--- src/rtl/pwalu_pkg.sv ---
package pwalu_pkg;
   typedef enum logic [1:0] {
      OP_ADD  = 2'b00,
      OP_SUB  = 2'b01,
      OP_LOAD = 2'b10,
      OP_RSVD = 2'b11
   } pwalu_op_e;

   localparam int FLAG_CNT = 5;
   localparam int FB_C = 0;
   localparam int FB_Z = 1;
   localparam int FB_H = 2;
   localparam int FB_V = 3;
   localparam int FB_N = 4;

   typedef struct packed {
      logic n;
      logic v;
      logic h;
      logic z;
      logic c;
   } pwalu_flags_t;
endpackage

--- src/rtl/pwalu_addsub.sv ---
module pwalu_addsub #(
   parameter int W       = 16,
   parameter int HC_BIT  = 12,
   parameter int ADDER_STYLE = 0
) (
   input  logic [W-1:0] a,
   input  logic [W-1:0] b,
   input  logic         sub,
   output logic [W-1:0] res,
   output logic         c_out,
   output logic         hc_out,
   output logic         ovf
);
   localparam int HI_W = W - HC_BIT;

   logic [W-1:0]      bx;
   logic [HC_BIT:0]   lo_sum;

   assign bx     = sub ? ~b : b;
   assign lo_sum = {1'b0, a[HC_BIT-1:0]} + {1'b0, bx[HC_BIT-1:0]}
                 + {{HC_BIT{1'b0}}, sub};
   assign hc_out = lo_sum[HC_BIT];

   generate
      if (ADDER_STYLE == 0) begin : g_wide
         logic [W:0] full_sum;
         assign full_sum = {1'b0, a} + {1'b0, bx} + {{W{1'b0}}, sub};
         assign res   = full_sum[W-1:0];
         assign c_out = full_sum[W];
      end else begin : g_split
         logic [HI_W:0] hi_sum;
         assign hi_sum = {1'b0, a[W-1:HC_BIT]} + {1'b0, bx[W-1:HC_BIT]}
                       + {{HI_W{1'b0}}, lo_sum[HC_BIT]};
         assign res   = {hi_sum[HI_W-1:0], lo_sum[HC_BIT-1:0]};
         assign c_out = hi_sum[HI_W];
      end
   endgenerate

   assign ovf = (a[W-1] == bx[W-1]) && (res[W-1] != a[W-1]);
endmodule

--- src/rtl/pwalu_flagsel.sv ---
module pwalu_flagsel
   import pwalu_pkg::*;
#(
   parameter int W = 16
) (
   input  logic [1:0]          op,
   input  logic [W-1:0]        arith_res,
   input  logic                arith_c,
   input  logic                arith_hc,
   input  logic                arith_v,
   input  logic [W-1:0]        mem_word,
   output logic [W-1:0]        next_ya,
   output logic                ya_we,
   output pwalu_flags_t        next_flags,
   output logic [FLAG_CNT-1:0] next_we
);
   always_comb begin
      next_ya    = arith_res;
      ya_we      = 1'b0;
      next_flags = '0;
      next_we    = '0;
      case (pwalu_op_e'(op))
         OP_ADD, OP_SUB: begin
            next_ya      = arith_res;
            ya_we        = 1'b1;
            next_flags.c = arith_c;
            next_flags.v = arith_v;
            next_flags.h = (op == OP_SUB) ? ~arith_hc : arith_hc;
            next_we      = '1;
         end
         OP_LOAD: begin
            next_ya       = mem_word;
            ya_we         = 1'b1;
            next_we[FB_N] = 1'b1;
            next_we[FB_Z] = 1'b1;
         end
         default: begin
            ya_we   = 1'b0;
            next_we = '0;
         end
      endcase
      next_flags.n = next_ya[W-1];
      next_flags.z = (next_ya == '0);
   end
endmodule

--- src/rtl/pair_word_alu.sv ---
module pair_word_alu
   import pwalu_pkg::*;
#(
   parameter int HALF_W      = 8,
   parameter int HC_BIT      = 12,
   parameter int ADDER_STYLE = 0,
   localparam int W          = 2 * HALF_W
) (
   input  logic                clk,
   input  logic                rst_n,
   input  logic                op_valid,
   input  logic [1:0]          op_sel,
   input  logic [W-1:0]        ya_in,
   input  logic [W-1:0]        mem_in,
   output logic [W-1:0]        ya_out,
   output logic                flag_n,
   output logic                flag_v,
   output logic                flag_h,
   output logic                flag_z,
   output logic                flag_c,
   output logic [FLAG_CNT-1:0] flag_we,
   output logic                res_valid
);
   generate
      if (HALF_W < 2) begin : g_bad_half
         $error("pair_word_alu: HALF_W must be at least 2");
      end
      if (HC_BIT < 1 || HC_BIT > W - 1) begin : g_bad_hc
         $error("pair_word_alu: HC_BIT must lie in 1..W-1");
      end
      if (ADDER_STYLE != 0 && ADDER_STYLE != 1) begin : g_bad_style
         $error("pair_word_alu: ADDER_STYLE must be 0 or 1");
      end
   endgenerate

   logic [W-1:0]        sum_w;
   logic                sum_c;
   logic                sum_hc;
   logic                sum_v;
   logic [W-1:0]        nxt_ya;
   logic                nxt_ya_we;
   pwalu_flags_t        nxt_flags;
   logic [FLAG_CNT-1:0] nxt_we;
   pwalu_flags_t        flags_q;

   pwalu_addsub #(
      .W           (W),
      .HC_BIT      (HC_BIT),
      .ADDER_STYLE (ADDER_STYLE)
   ) i_addsub (
      .a      (ya_in),
      .b      (mem_in),
      .sub    (op_sel == OP_SUB),
      .res    (sum_w),
      .c_out  (sum_c),
      .hc_out (sum_hc),
      .ovf    (sum_v)
   );

   pwalu_flagsel #(
      .W (W)
   ) i_flagsel (
      .op         (op_sel),
      .arith_res  (sum_w),
      .arith_c    (sum_c),
      .arith_hc   (sum_hc),
      .arith_v    (sum_v),
      .mem_word   (mem_in),
      .next_ya    (nxt_ya),
      .ya_we      (nxt_ya_we),
      .next_flags (nxt_flags),
      .next_we    (nxt_we)
   );

   always_ff @(posedge clk) begin
      if (!rst_n) begin
         ya_out    <= '0;
         flags_q   <= '0;
         flag_we   <= '0;
         res_valid <= 1'b0;
      end else begin
         res_valid <= op_valid;
         flag_we   <= op_valid ? nxt_we : '0;
         if (op_valid && nxt_ya_we) begin
            ya_out <= nxt_ya;
         end
         if (op_valid) begin
            if (nxt_we[FB_N]) flags_q.n <= nxt_flags.n;
            if (nxt_we[FB_V]) flags_q.v <= nxt_flags.v;
            if (nxt_we[FB_H]) flags_q.h <= nxt_flags.h;
            if (nxt_we[FB_Z]) flags_q.z <= nxt_flags.z;
            if (nxt_we[FB_C]) flags_q.c <= nxt_flags.c;
         end
      end
   end

   assign flag_n = flags_q.n;
   assign flag_v = flags_q.v;
   assign flag_h = flags_q.h;
   assign flag_z = flags_q.z;
   assign flag_c = flags_q.c;
endmodule

--- config.mk ---
export PLATFORM = sky130hd
export DESIGN_NAME = pair_word_alu
export DESIGN_NICKNAME = d
export VERILOG_FILES = /design/src/rtl/pwalu_pkg.sv /design/src/rtl/pwalu_addsub.sv /design/src/rtl/pwalu_flagsel.sv /design/src/rtl/pair_word_alu.sv
export SDC_FILE = /design/constraint.sdc
export NUM_CORES = 1
export LEC_CHECK = 0
export CORE_MARGIN = 2
export CORE_UTILIZATION = 50
export DETAILED_ROUTE_END_ITERATION = 7
export PLACE_DENSITY = 0.84
export SLEW_MARGIN = 20
export SYNTH_ARGS = -nofsm -noshare
export SYNTH_HDL_FRONTEND = slang
export SYNTH_HIERARCHICAL = 1
export SYNTH_SLANG_ARGS = --single-unit
export TNS_END_PERCENT = 100
--- constraint.sdc ---
create_clock -name clk -period 4.4 [get_ports clk]
set_clock_uncertainty 0.05 [all_clocks]
set_input_delay 0.88 -clock clk [delete_from_list [all_inputs] [get_ports clk]]
set_output_delay 0.88 -clock clk [all_outputs]
set_load 0.1 [all_outputs]
== Word level (Yosys, flattened, before mapping) ==
Cells that the tools add are included.
Storage, ports and cells
  logic and storage cells: 37
  RAM bits: 0
  ROM bits: 0
  bits in latches: 0
  register bits: 27
  memories kept: 0
  input bits: 37
Operators by class
  equality and inequality tests: 4
  bitwise operators: 2
  multiplexer cells: 8
  shift-type cells: 0
  $add $sub $neg: 4
  $lt $le $gt $ge: 0
  multiply operators: 0
  divide/modulo/power cells: 0
  reductions and logical operators: 11
Operators with widths (number)
  2-to-1 mux 16 bit: 2
  adder 16 x 16 -> 17 bit: 1
  adder 17 x 1 -> 17 bit: 1
  zero test 16 bit: 1
  NOT 16 bit: 1
  adder 12 x 12 -> 13 bit: 1
  adder 13 x 1 -> 13 bit: 1
  AND reduction 2 bit: 5
  2-to-1 mux 1 bit: 4
  2-to-1 mux 2 bit: 2
  OR reduction 3 bit: 1
  equality test 2 x 1 -> 1 bit, second input constant: 1
  equality test 2 bit, second input constant: 1
  logical AND 1 bit: 2
  zero test 2 bit: 1
  OR reduction 2 bit: 1
  equality test 1 bit: 1
  inequality test 1 bit: 1
  NOT 1 bit: 1

== Depth between registers and ports, before layout ==
Gate-level depths: netlist of the first run.
  depth after elaboration: 7
  gate-level depth with buffers: 16
  gate-level depth less buffers: 14

== Modules after synthesis ==
Netlist of the first run, hierarchy kept.
By module, submodules not included
  pair_word_alu: cells each 114, seq. area each 540.5 um^2, area an instance 1063.5 um^2, times used 1
  pwalu_addsub: cells each 123, seq. area each 0.0 um^2, area an instance 988.4 um^2, times used 1
  pwalu_flagsel: cells each 42, seq. area each 0.0 um^2, area an instance 401.6 um^2, times used 1

== Worst setup path before layout of the first run ==
No wires, ideal clock.
  path kind: input -> register
  start: input port op_sel[0]
  end: register flags_q (netlist bit flag_z)
  setup time: 0.072 ns
  required time: 4.278 ns
  path buffers: 2
  cell stages on the path: 15
  arrival: 3.993 ns
  setup slack: 0.285 ns
  cell sequence: nor2b_1 buf_4 buf_1 xor2_1 ha_1 nor2b_1 o2111ai_1 nand2_1 a21o_1 a311o_1 nor4_2 nand4b_4 a221oi_2 nand2_1 mux2i_1
RTL lines
  from (decl): line pair_word_alu.sv:12  | input logic [1:0] op_sel,
  to (decl): line pair_word_alu.sv:44  | pwalu_flags_t flags_q;

==> run_summary.xml, run 1 <==
<?xml version="1.0" encoding="UTF-8"?>
<metrics>
  <group name="cells_and_area">
    <metric name="postLayoutCoreUtil" unit="%">66.49</metric>
    <metric name="layout_fillers" unit="">396</metric>
    <metric name="insertedDiodeCount" unit="">0</metric>
    <metric name="layout.cell_area.non_filler" unit="mm2">0.003141</metric>
    <metric name="post_route_cells_drive_above_1_share" unit="%">16.17</metric>
    <metric name="layout-area-overhead-vs-synth" unit="%">28.00</metric>
    <metric name="finish.net_count" unit="">389</metric>
    <metric name="stdcell_count" unit="">401</metric>
  </group>
  <group name="timing">
    <metric name="setup_ws" unit="ns">0.2102</metric>
    <metric name="highest_clock_rate" unit="GHz">0.2387</metric>
    <metric name="smallest_hold_slack" unit="ns">0.4127</metric>
    <metric name="number_of_endpoints_with_negative_hold_slack_in_the_final_report" unit="">0</metric>
    <metric name="min_cycle_time_layout" unit="ns">4.190</metric>
    <metric name="post-route-period-util" unit="%">95.22</metric>
    <metric name="maxSlewHeadroom" unit="%">34.00</metric>
    <metric name="worst-slew-pin-transition" unit="ns">0.9870</metric>
    <metric name="rsz0062_at_grt" unit="">no</metric>
    <metric name="drv_slew" unit="">0</metric>
    <metric name="setup_tns" unit="ns">0</metric>
    <metric name="final-setup-viol-count" unit="">0</metric>
  </group>
  <group name="drt">
    <metric name="ant_nets" unit="">0</metric>
    <metric name="first_iter_violations" unit="">133</metric>
    <metric name="drt-vias-per-instance" unit="">5.678</metric>
    <metric name="via_count" unit="">2277</metric>
    <metric name="wire_length_reported_by_the_detailed_router" unit="um">6287</metric>
    <metric name="routed_wire_length_per_instance" unit="um">15.68</metric>
    <metric name="drc" unit="">0</metric>
    <metric name="detailedRoute.firstPassIterationCount" unit="">4</metric>
  </group>
  <group name="floorplanning">
    <metric name="dieArea" unit="mm2">0.005483</metric>
    <metric name="floorplan.die.height" unit="um">74.05</metric>
    <metric name="core.rowCount" unit="">25</metric>
    <metric name="design.core.area" unit="mm2">0.004723</metric>
    <metric name="die_width" unit="um">74.05</metric>
    <metric name="io-pin-count" unit="">64</metric>
    <metric name="initial_core_util" unit="%">51.95</metric>
  </group>
  <group name="yosys">
    <metric name="synth_fp_nets" unit="">333</metric>
    <metric name="asyncSetResetFlopFracSynth" unit="%">0</metric>
    <metric name="synth.distinct_cells" unit="">52</metric>
    <metric name="syn_avg_cell_area" unit="um2">8.794</metric>
    <metric name="postSynthRegisterBits" unit="">27</metric>
    <metric name="syn_area" unit="mm2">0.002454</metric>
    <metric name="synthesized_netlist_cell_count" unit="">279</metric>
    <metric name="synth-edff-count" unit="">0</metric>
    <metric name="post-synth-top-area-fraction" unit="%">22.03</metric>
    <metric name="ys_seq_area_share" unit="%">22.03</metric>
    <metric name="most_used_dff_post_synth" unit="">sky130_fd_sc_hd__dfxtp_1</metric>
    <metric name="synth_top_area_cell" unit="">sky130_fd_sc_hd__dfxtp_1</metric>
    <metric name="main_area_contributors_after_synthesis" unit="">sky130_fd_sc_hd__dfxtp_1, sky130_fd_sc_hd__ha_1, sky130_fd_sc_hd__xor2_1</metric>
    <metric name="ys.warnings.count" unit="">6</metric>
  </group>
  <group name="power_and_ir_drop">
    <metric name="vdd.ir_drop.worst" unit="mV">0.2503</metric>
    <metric name="static-leakage-power" unit="nW">1.297</metric>
    <metric name="design_power_total" unit="mW">1.023</metric>
    <metric name="p_per_area" unit="mW/mm2">325.8</metric>
  </group>
  <group name="critical_path">
    <metric name="crit_path_max_fanout" unit="">9</metric>
    <metric name="worst_setup_path_end_kind" unit="">flop</metric>
    <metric name="timing.critical_path.arrival" unit="ns">4.34</metric>
    <metric name="ff2ff_setup_slack" unit="ns">3.70</metric>
    <metric name="origin_of_the_critical_flop_to_flop_path" unit="">ya_out[10]</metric>
    <metric name="worstPathRequired" unit="ns">4.55</metric>
    <metric name="timing.critical_path.from_type" unit="">primary input</metric>
    <metric name="worst_setup_path_category" unit="">in -&gt; reg</metric>
    <metric name="reg2regPathDepth" unit="">2</metric>
    <metric name="crit-reg2reg-capture" unit="">ya_out[10]</metric>
  </group>
  <group name="global_routing">
    <metric name="global_route_wire_length_before_repair" unit="um">9777</metric>
    <metric name="antenna_violations_before_repair" unit="">0</metric>
    <metric name="maximum_number_of_pins_on_one_net_before_global_route_repair" unit="">49</metric>
    <metric name="grt.met2_usage" unit="%">39.58</metric>
    <metric name="groute.layer.met3.usage" unit="%">2.168</metric>
    <metric name="globalRouteMet1Util" unit="%">28.58</metric>
    <metric name="grt_pass1_vias" unit="">2189</metric>
    <metric name="grt_use_total" unit="%">22.65</metric>
    <metric name="grt_busiest_layer" unit="">met2</metric>
    <metric name="gr-total-overflow" unit="">0</metric>
  </group>
  <group name="place">
    <metric name="dp.cells" unit="">397</metric>
    <metric name="dpl_cell_area" unit="mm2">0.003085</metric>
    <metric name="placement.io_buffers" unit="">63</metric>
    <metric name="detailed_place_hpwl" unit="um">4908</metric>
    <metric name="dp_worst_setup_slack" unit="ns">-0.03658</metric>
    <metric name="finalWeightedCongestion" unit="">0.9005</metric>
  </group>
  <group name="cts">
    <metric name="clock_tree_from_tritoncts" unit="">done</metric>
    <metric name="cts.reportedPaths.clkPinSlew" unit="ns">0.09</metric>
    <metric name="cts_root_buf" unit="">sky130_fd_sc_hd__clkbuf_8</metric>
    <metric name="clock_sink_count" unit="">27</metric>
    <metric name="post_cts_setup_driven_buffer_insertion_count" unit="">0</metric>
    <metric name="clk-insertion-delay-late" unit="ns">0.26</metric>
    <metric name="cts_htree_levels" unit="">1</metric>
    <metric name="cts-buffers-inserted" unit="">3</metric>
    <metric name="cts_buffer_depth" unit="">2</metric>
  </group>
  <group name="min_path">
    <metric name="hold_path_startpoint" unit="">ya_out[5]</metric>
    <metric name="timing.hold.worst.class" unit="">reg -&gt; reg</metric>
    <metric name="holdPathEnd" unit="">ya_out[5]</metric>
    <metric name="min_delay_path_depth" unit="">2</metric>
  </group>
  <group name="job">
    <metric name="max-cap-violations" unit="">0</metric>
  </group>
  <group name="run_status">
    <metric name="outcome" unit="">completed</metric>
  </group>
</metrics>
-- cells in the mapped netlist (3+ instances only) --
master and number:
sky130_fd_sc_hd__nor2b_1 5, sky130_fd_sc_hd__buf_4 11, sky130_fd_sc_hd__mux2_2 15, sky130_fd_sc_hd__o21ai_1 3, sky130_fd_sc_hd__nand2_1 40, sky130_fd_sc_hd__o21ai_2 10, sky130_fd_sc_hd__dfxtp_1 27, sky130_fd_sc_hd__nand4_1 19
sky130_fd_sc_hd__and2_1 3, sky130_fd_sc_hd__ha_1 16, sky130_fd_sc_hd__inv_1 7, sky130_fd_sc_hd__nor4_1 5, sky130_fd_sc_hd__nand3_1 4, sky130_fd_sc_hd__xor2_1 22, sky130_fd_sc_hd__buf_2 5, sky130_fd_sc_hd__a21o_1 4
sky130_fd_sc_hd__and3_1 6, sky130_fd_sc_hd__nor2_1 7, sky130_fd_sc_hd__xnor2_1 7, sky130_fd_sc_hd__a21oi_1 10, sky130_fd_sc_hd__mux2i_1 5, sky130_fd_sc_hd__o21ai_0 7, sky130_fd_sc_hd__o21bai_1 3, sky130_fd_sc_hd__nor4_2 3
-- critical path: stages --
cell and delay [ns]:
sky130_fd_sc_hd__clkdlybuf4s50_1 0.48, sky130_fd_sc_hd__nor2b_1 0.13, sky130_fd_sc_hd__buf_4 0.17, sky130_fd_sc_hd__buf_4 0.21, sky130_fd_sc_hd__xor2_1 0.17, sky130_fd_sc_hd__ha_1 0.31, sky130_fd_sc_hd__a21oi_1 0.36, sky130_fd_sc_hd__o311ai_4 0.17
sky130_fd_sc_hd__o21ai_4 0.27, sky130_fd_sc_hd__nor4bb_1 0.28, sky130_fd_sc_hd__nor4_1 0.13, sky130_fd_sc_hd__nor4_1 0.30, sky130_fd_sc_hd__nor2_1 0.09, sky130_fd_sc_hd__a221oi_2 0.18, sky130_fd_sc_hd__nand2_1 0.07, sky130_fd_sc_hd__mux2i_1 0.13
-- cell type report --
cell class / instances / area (um2) / share of cell area (%)
Timing Repair Buffer: 74 / 713.2 / 22.71
Clock inverter: 1 / 5.005 / 0.1594
Clock buffer: 3 / 41.29 / 1.315
Sequential cell: 27 / 540.5 / 17.21
Inverter: 7 / 26.28 / 0.8367
Tap cell: 67 / 83.83 / 2.669
Multi-Input combinational cell: 222 / 1730 / 55.10
-- power by group --
part | switching [mW] | leakage, nW | internal (mW)
clock network | 0.0718 | 0.0255 | 0.0632
logic | 0.389 | 1.05 | 0.220
registers | 0.0123 | 0.222 | 0.266
-- registers in the layout (all words and copies together), names as in the netlist --
name	flops
ya_out	16
flag_we	5
flag_c	1
flag_h	1
flag_n	1
flag_v	1
flag_z	1
res_valid	1
-- cells by family after synthesis --
| logic type | synth area share (%) |
|---|---|
| AO/OA/AOI/OAI | 17.80 |
| adder cells (fa/ha/maj) | 8.975 |
| XOR/XNOR | 10.35 |
| multiplexers | 11.01 |
| AND/OR/NAND/NOR | 22.03 |
| buffers and inverters | 7.802 |
| flip-flops | 22.03 |
-- cell usage in the layout (no fill, tap or decap), types with 2 or more instances in the layout --
| cell type | instances |
|---|---|
| sky130_fd_sc_hd__clkdlybuf4s50_1 | 63 |
| sky130_fd_sc_hd__nand2_1 | 40 |
| sky130_fd_sc_hd__dfxtp_1 | 27 |
| sky130_fd_sc_hd__xor2_1 | 22 |
| sky130_fd_sc_hd__nand4_1 | 19 |
| sky130_fd_sc_hd__ha_1 | 16 |
| sky130_fd_sc_hd__mux2_2 | 15 |
| sky130_fd_sc_hd__buf_4 | 11 |
| sky130_fd_sc_hd__o21ai_2 | 10 |
| sky130_fd_sc_hd__a21oi_1 | 10 |
| sky130_fd_sc_hd__o21ai_0 | 7 |
| sky130_fd_sc_hd__inv_1 | 7 |
| sky130_fd_sc_hd__nor2_1 | 7 |
| sky130_fd_sc_hd__xnor2_1 | 7 |
| sky130_fd_sc_hd__and3_1 | 6 |
| sky130_fd_sc_hd__nor2b_1 | 5 |
| sky130_fd_sc_hd__mux2i_1 | 5 |
| sky130_fd_sc_hd__nor4_1 | 5 |
| sky130_fd_sc_hd__a21o_1 | 4 |
| sky130_fd_sc_hd__nand3_1 | 4 |
| sky130_fd_sc_hd__and2_1 | 3 |
| sky130_fd_sc_hd__clkbuf_8 | 3 |
| sky130_fd_sc_hd__o21bai_1 | 3 |
| sky130_fd_sc_hd__o21ai_1 | 3 |
| sky130_fd_sc_hd__o311ai_4 | 2 |
| sky130_fd_sc_hd__a221oi_1 | 2 |
| sky130_fd_sc_hd__o211ai_1 | 2 |
| sky130_fd_sc_hd__mux2_1 | 2 |
| sky130_fd_sc_hd__nor4_2 | 2 |
-- how the worst max path moves through the flow --
stage	from	to	slack, ns	cells past startpoint
final	op_sel[0]	flag_z	0.21	16
after global placement	op_sel[0]	flag_z	0.13	16
after global routing	op_sel[0]	flag_z	0.02	16
after floorplan	op_sel[0]	flag_z	0.28	15
after detailed placement	op_sel[0]	flag_z	-0.04	16
after CTS	op_sel[0]	flag_z	0.23	16
-- what timing repair did --
| action | CTS | global route |
|---|---|---|
| setup endpoints to repair | 0 | 1 |
| hold buffers | 0 | 0 |
| resized for setup | 0 | 1 |
-- per-layer routing --
metal	part of all wire (%)	up-vias	routed length (um)
li1	-	1115	-
met2	48	96	3031
met4	3.0	0	187
met5	0	-	0
met3	6.6	19	413
met1	42	1047	2656
Power figures use the tool's default switching activity.
==> run 2, diff against run 1 <==
GPL_ROUTABILITY_DRIVEN = 0   (was unset)
==> run 2 against run 1 <==
Register-to-register slack about the same. Combinational power decreased by 1%. First-iteration DRC count decreased by 29%. Global-route usage decreased by 0.89 points. Critical path depth decreased by 1. Utilization decreased by 0.34 points. Sequential share of layout area increased by 0.090 points. Count of clock-buffer cells in the layout increased by 1. Largest cell class unchanged.
==> run_summary.xml, run 2 (synthesized netlist as in run 1, its figures left out) <==
<?xml version="1.0" encoding="UTF-8"?>
<metrics>
  <group name="min_path">
    <metric name="timing.hold.worst.class" unit="">reg -&gt; reg</metric>
  </group>
  <group name="drt">
    <metric name="detailedRoute.firstPassIterationCount" unit="">4</metric>
    <metric name="via_count" unit="">2240</metric>
    <metric name="ant_nets" unit="">0</metric>
    <metric name="wire_length_reported_by_the_detailed_router" unit="um">6060</metric>
    <metric name="routed_wire_length_per_instance" unit="um">15.19</metric>
    <metric name="drt-vias-per-instance" unit="">5.614</metric>
    <metric name="drc" unit="">0</metric>
    <metric name="first_iter_violations" unit="">94</metric>
  </group>
  <group name="critical_path">
    <metric name="timing.critical_path.slowest_cell_delay" unit="ns">0.47</metric>
    <metric name="worstPathRequired" unit="ns">4.56</metric>
    <metric name="cell_breakdown_of_the_critical_path" unit="">clkdlybuf4s50_1, nor2b_1, buf_4, buf_4, xor2_1, ha_1, a21oi_1, nand2_1, a221oi_1, xnor2_1, nor4_2, nand4b_4, a221oi_2, nand2_1, mux2i_1</metric>
    <metric name="timing.critical_path.from_type" unit="">primary input</metric>
    <metric name="critPathBufInv" unit="">3</metric>
    <metric name="worst_setup_path_end_kind" unit="">flop</metric>
    <metric name="worst_setup_path_category" unit="">in -&gt; reg</metric>
    <metric name="crit_path_max_fanout" unit="">7</metric>
    <metric name="cpMaxStageDelayCell" unit="">sky130_fd_sc_hd__clkdlybuf4s50_1</metric>
    <metric name="timing.critical_path.arrival" unit="ns">4.29</metric>
    <metric name="cp_top_family" unit="">simple AND/OR/NAND/NOR gates</metric>
  </group>
  <group name="timing">
    <metric name="maxSlewHeadroom" unit="%">33.57</metric>
    <metric name="post-route-period-util" unit="%">93.91</metric>
    <metric name="number_of_endpoints_with_negative_hold_slack_in_the_final_report" unit="">0</metric>
    <metric name="rsz0062_at_grt" unit="">no</metric>
    <metric name="smallest_hold_slack" unit="ns">0.4165</metric>
    <metric name="setup_tns" unit="ns">0</metric>
    <metric name="drv_slew" unit="">0</metric>
    <metric name="setup_ws" unit="ns">0.2679</metric>
    <metric name="highest_clock_rate" unit="GHz">0.2420</metric>
    <metric name="final-setup-viol-count" unit="">0</metric>
    <metric name="worst-slew-pin-transition" unit="ns">0.9934</metric>
    <metric name="min_cycle_time_layout" unit="ns">4.132</metric>
  </group>
  <group name="cells_and_area">
    <metric name="largestRegisters" unit="">ya_out (16), flag_we (5)</metric>
    <metric name="largest_reg_flops" unit="">16</metric>
    <metric name="multiInputGateArea" unit="mm2">0.001730</metric>
    <metric name="seq_area" unit="um2">540.5</metric>
    <metric name="max_flop_register" unit="">ya_out</metric>
    <metric name="leading_cell_type_in_the_layout_fill_and_taps_excluded" unit="">sky130_fd_sc_hd__clkdlybuf4s50_1</metric>
    <metric name="layout-area-overhead-vs-synth" unit="%">27.33</metric>
    <metric name="layout_fillers" unit="">404</metric>
    <metric name="post_route_cells_drive_above_1_share" unit="%">15.36</metric>
    <metric name="layout.cells.most_common_list" unit="">sky130_fd_sc_hd__clkdlybuf4s50_1, sky130_fd_sc_hd__nand2_1, sky130_fd_sc_hd__dfxtp_1</metric>
    <metric name="finish.net_count" unit="">387</metric>
    <metric name="postLayoutCoreUtil" unit="%">66.15</metric>
    <metric name="insertedDiodeCount" unit="">0</metric>
  </group>
  <group name="power_and_ir_drop">
    <metric name="power.switching" unit="mW">0.4670</metric>
    <metric name="p_sw_share" unit="%">46.04</metric>
    <metric name="static-leakage-power" unit="nW">1.285</metric>
    <metric name="p_per_area" unit="mW/mm2">324.7</metric>
    <metric name="vdd.ir_drop.worst" unit="mV">0.2420</metric>
    <metric name="intPower" unit="mW">0.5474</metric>
    <metric name="power_frac_clock" unit="%">13.3</metric>
    <metric name="p_comb_share" unit="%">59.2</metric>
    <metric name="sequentialPowerShare" unit="%">27.5</metric>
  </group>
  <group name="floorplanning">
    <metric name="core.rowCount" unit="">25</metric>
    <metric name="floorplan.die.height" unit="um">74.05</metric>
    <metric name="design.core.area" unit="mm2">0.004723</metric>
    <metric name="die_width" unit="um">74.05</metric>
    <metric name="initial_core_util" unit="%">51.95</metric>
    <metric name="io-pin-count" unit="">64</metric>
    <metric name="dieArea" unit="mm2">0.005483</metric>
  </group>
  <group name="global_routing">
    <metric name="global_route_wire_length_before_repair" unit="um">9308</metric>
    <metric name="groute.layer.met3.usage" unit="%">2.033</metric>
    <metric name="gr-total-overflow" unit="">0</metric>
    <metric name="grt_busiest_layer" unit="">met2</metric>
    <metric name="maximum_number_of_pins_on_one_net_before_global_route_repair" unit="">49</metric>
    <metric name="antenna_violations_before_repair" unit="">0</metric>
    <metric name="grt.met2_usage" unit="%">38.89</metric>
    <metric name="globalRouteMet1Util" unit="%">27.04</metric>
    <metric name="grt_pass1_vias" unit="">2091</metric>
    <metric name="grt_use_total" unit="%">21.76</metric>
  </group>
  <group name="cts">
    <metric name="cts-buffers-inserted" unit="">3</metric>
    <metric name="post_cts_setup_driven_buffer_insertion_count" unit="">0</metric>
    <metric name="cts_htree_levels" unit="">1</metric>
    <metric name="clk-insertion-delay-late" unit="ns">0.26</metric>
    <metric name="cts_buffer_depth" unit="">2</metric>
    <metric name="clock_sink_count" unit="">27</metric>
    <metric name="clock_tree_from_tritoncts" unit="">done</metric>
    <metric name="cts_root_buf" unit="">sky130_fd_sc_hd__clkbuf_8</metric>
    <metric name="cts.reportedPaths.clkPinSlew" unit="ns">0.09</metric>
  </group>
  <group name="run_status">
    <metric name="outcome" unit="">completed</metric>
  </group>
  <group name="place">
    <metric name="dp_worst_setup_slack" unit="ns">-0.06001</metric>
    <metric name="placement.io_buffers" unit="">63</metric>
    <metric name="detailed_place_hpwl" unit="um">4803</metric>
  </group>
  <group name="job">
    <metric name="max-cap-violations" unit="">0</metric>
  </group>
</metrics>
==> run 2: final cells by class <==
class                   instances  area share [%]
multi-input cells             222           55.39
clock buffers                   4           1.442
inverters                       7          0.8410
well taps                      67           2.683
flip-flops and latches         27           17.30
repair buffers                 72           22.35
==> run 2: power groups by stage <==
| stage | combinational, mW | sequential (mW) | clock, mW |
|---|---|---|---|
| after detailed placement | 0.589 | 0.283 | 0 |
| final | 0.601 | 0.279 | 0.135 |
| after floorplan | 0.295 | 0.439 | 0 |
| after CTS | 0.592 | 0.278 | 0.139 |
| after global routing | 0.637 | 0.280 | 0.150 |
| after global placement | 0.580 | 0.284 | 0 |
==> run 2: layer usage <==
layer  share of wire, %  routed length, um  up-vias
met5                  0                  0        -
met4                2.2                133        0
met3                4.8                292       12
met2                 48               2903       74
met1                 45               2731     1040
li1                   -                  -     1114
==> run 2: repair_timing <==
item,CTS,global route
hold buffers,0,0
resized for setup,0,1
endpoints found under the setup margin,0,1
endpoints found under the hold margin,0,0
==> run 2: worst register-to-register path, cell delays in order (launching register included) <==
cell,delay (ns)
sky130_fd_sc_hd__dfxtp_1,0.37
sky130_fd_sc_hd__nand2_1,0.06
sky130_fd_sc_hd__o21ai_0,0.16
==> run 2: path summary, 6_finish.rpt <==
| kind | end | depth (start not counted) | from | slack, ns |
|---|---|---|---|---|
| setup / recovery | flag_z | 15 | op_sel[0] | 0.27 |
| hold / removal | flag_n | 2 | flag_n | 0.42 |
| setup reg to reg | ya_out[9] | 2 | ya_out[9] | 3.69 |
| hold reg to reg | flag_n | 2 | flag_n | 0.42 |
==> run 2: stage by stage <==
stage	area, um2	total power, mW	std cells
after floorplan	2454	0.7339	279
after global placement	3070	0.8632	395
after detailed placement	3070	0.8716	395
after CTS	3115	1.010	399
after global routing	3124	1.068	399
final	3124	1.014	399
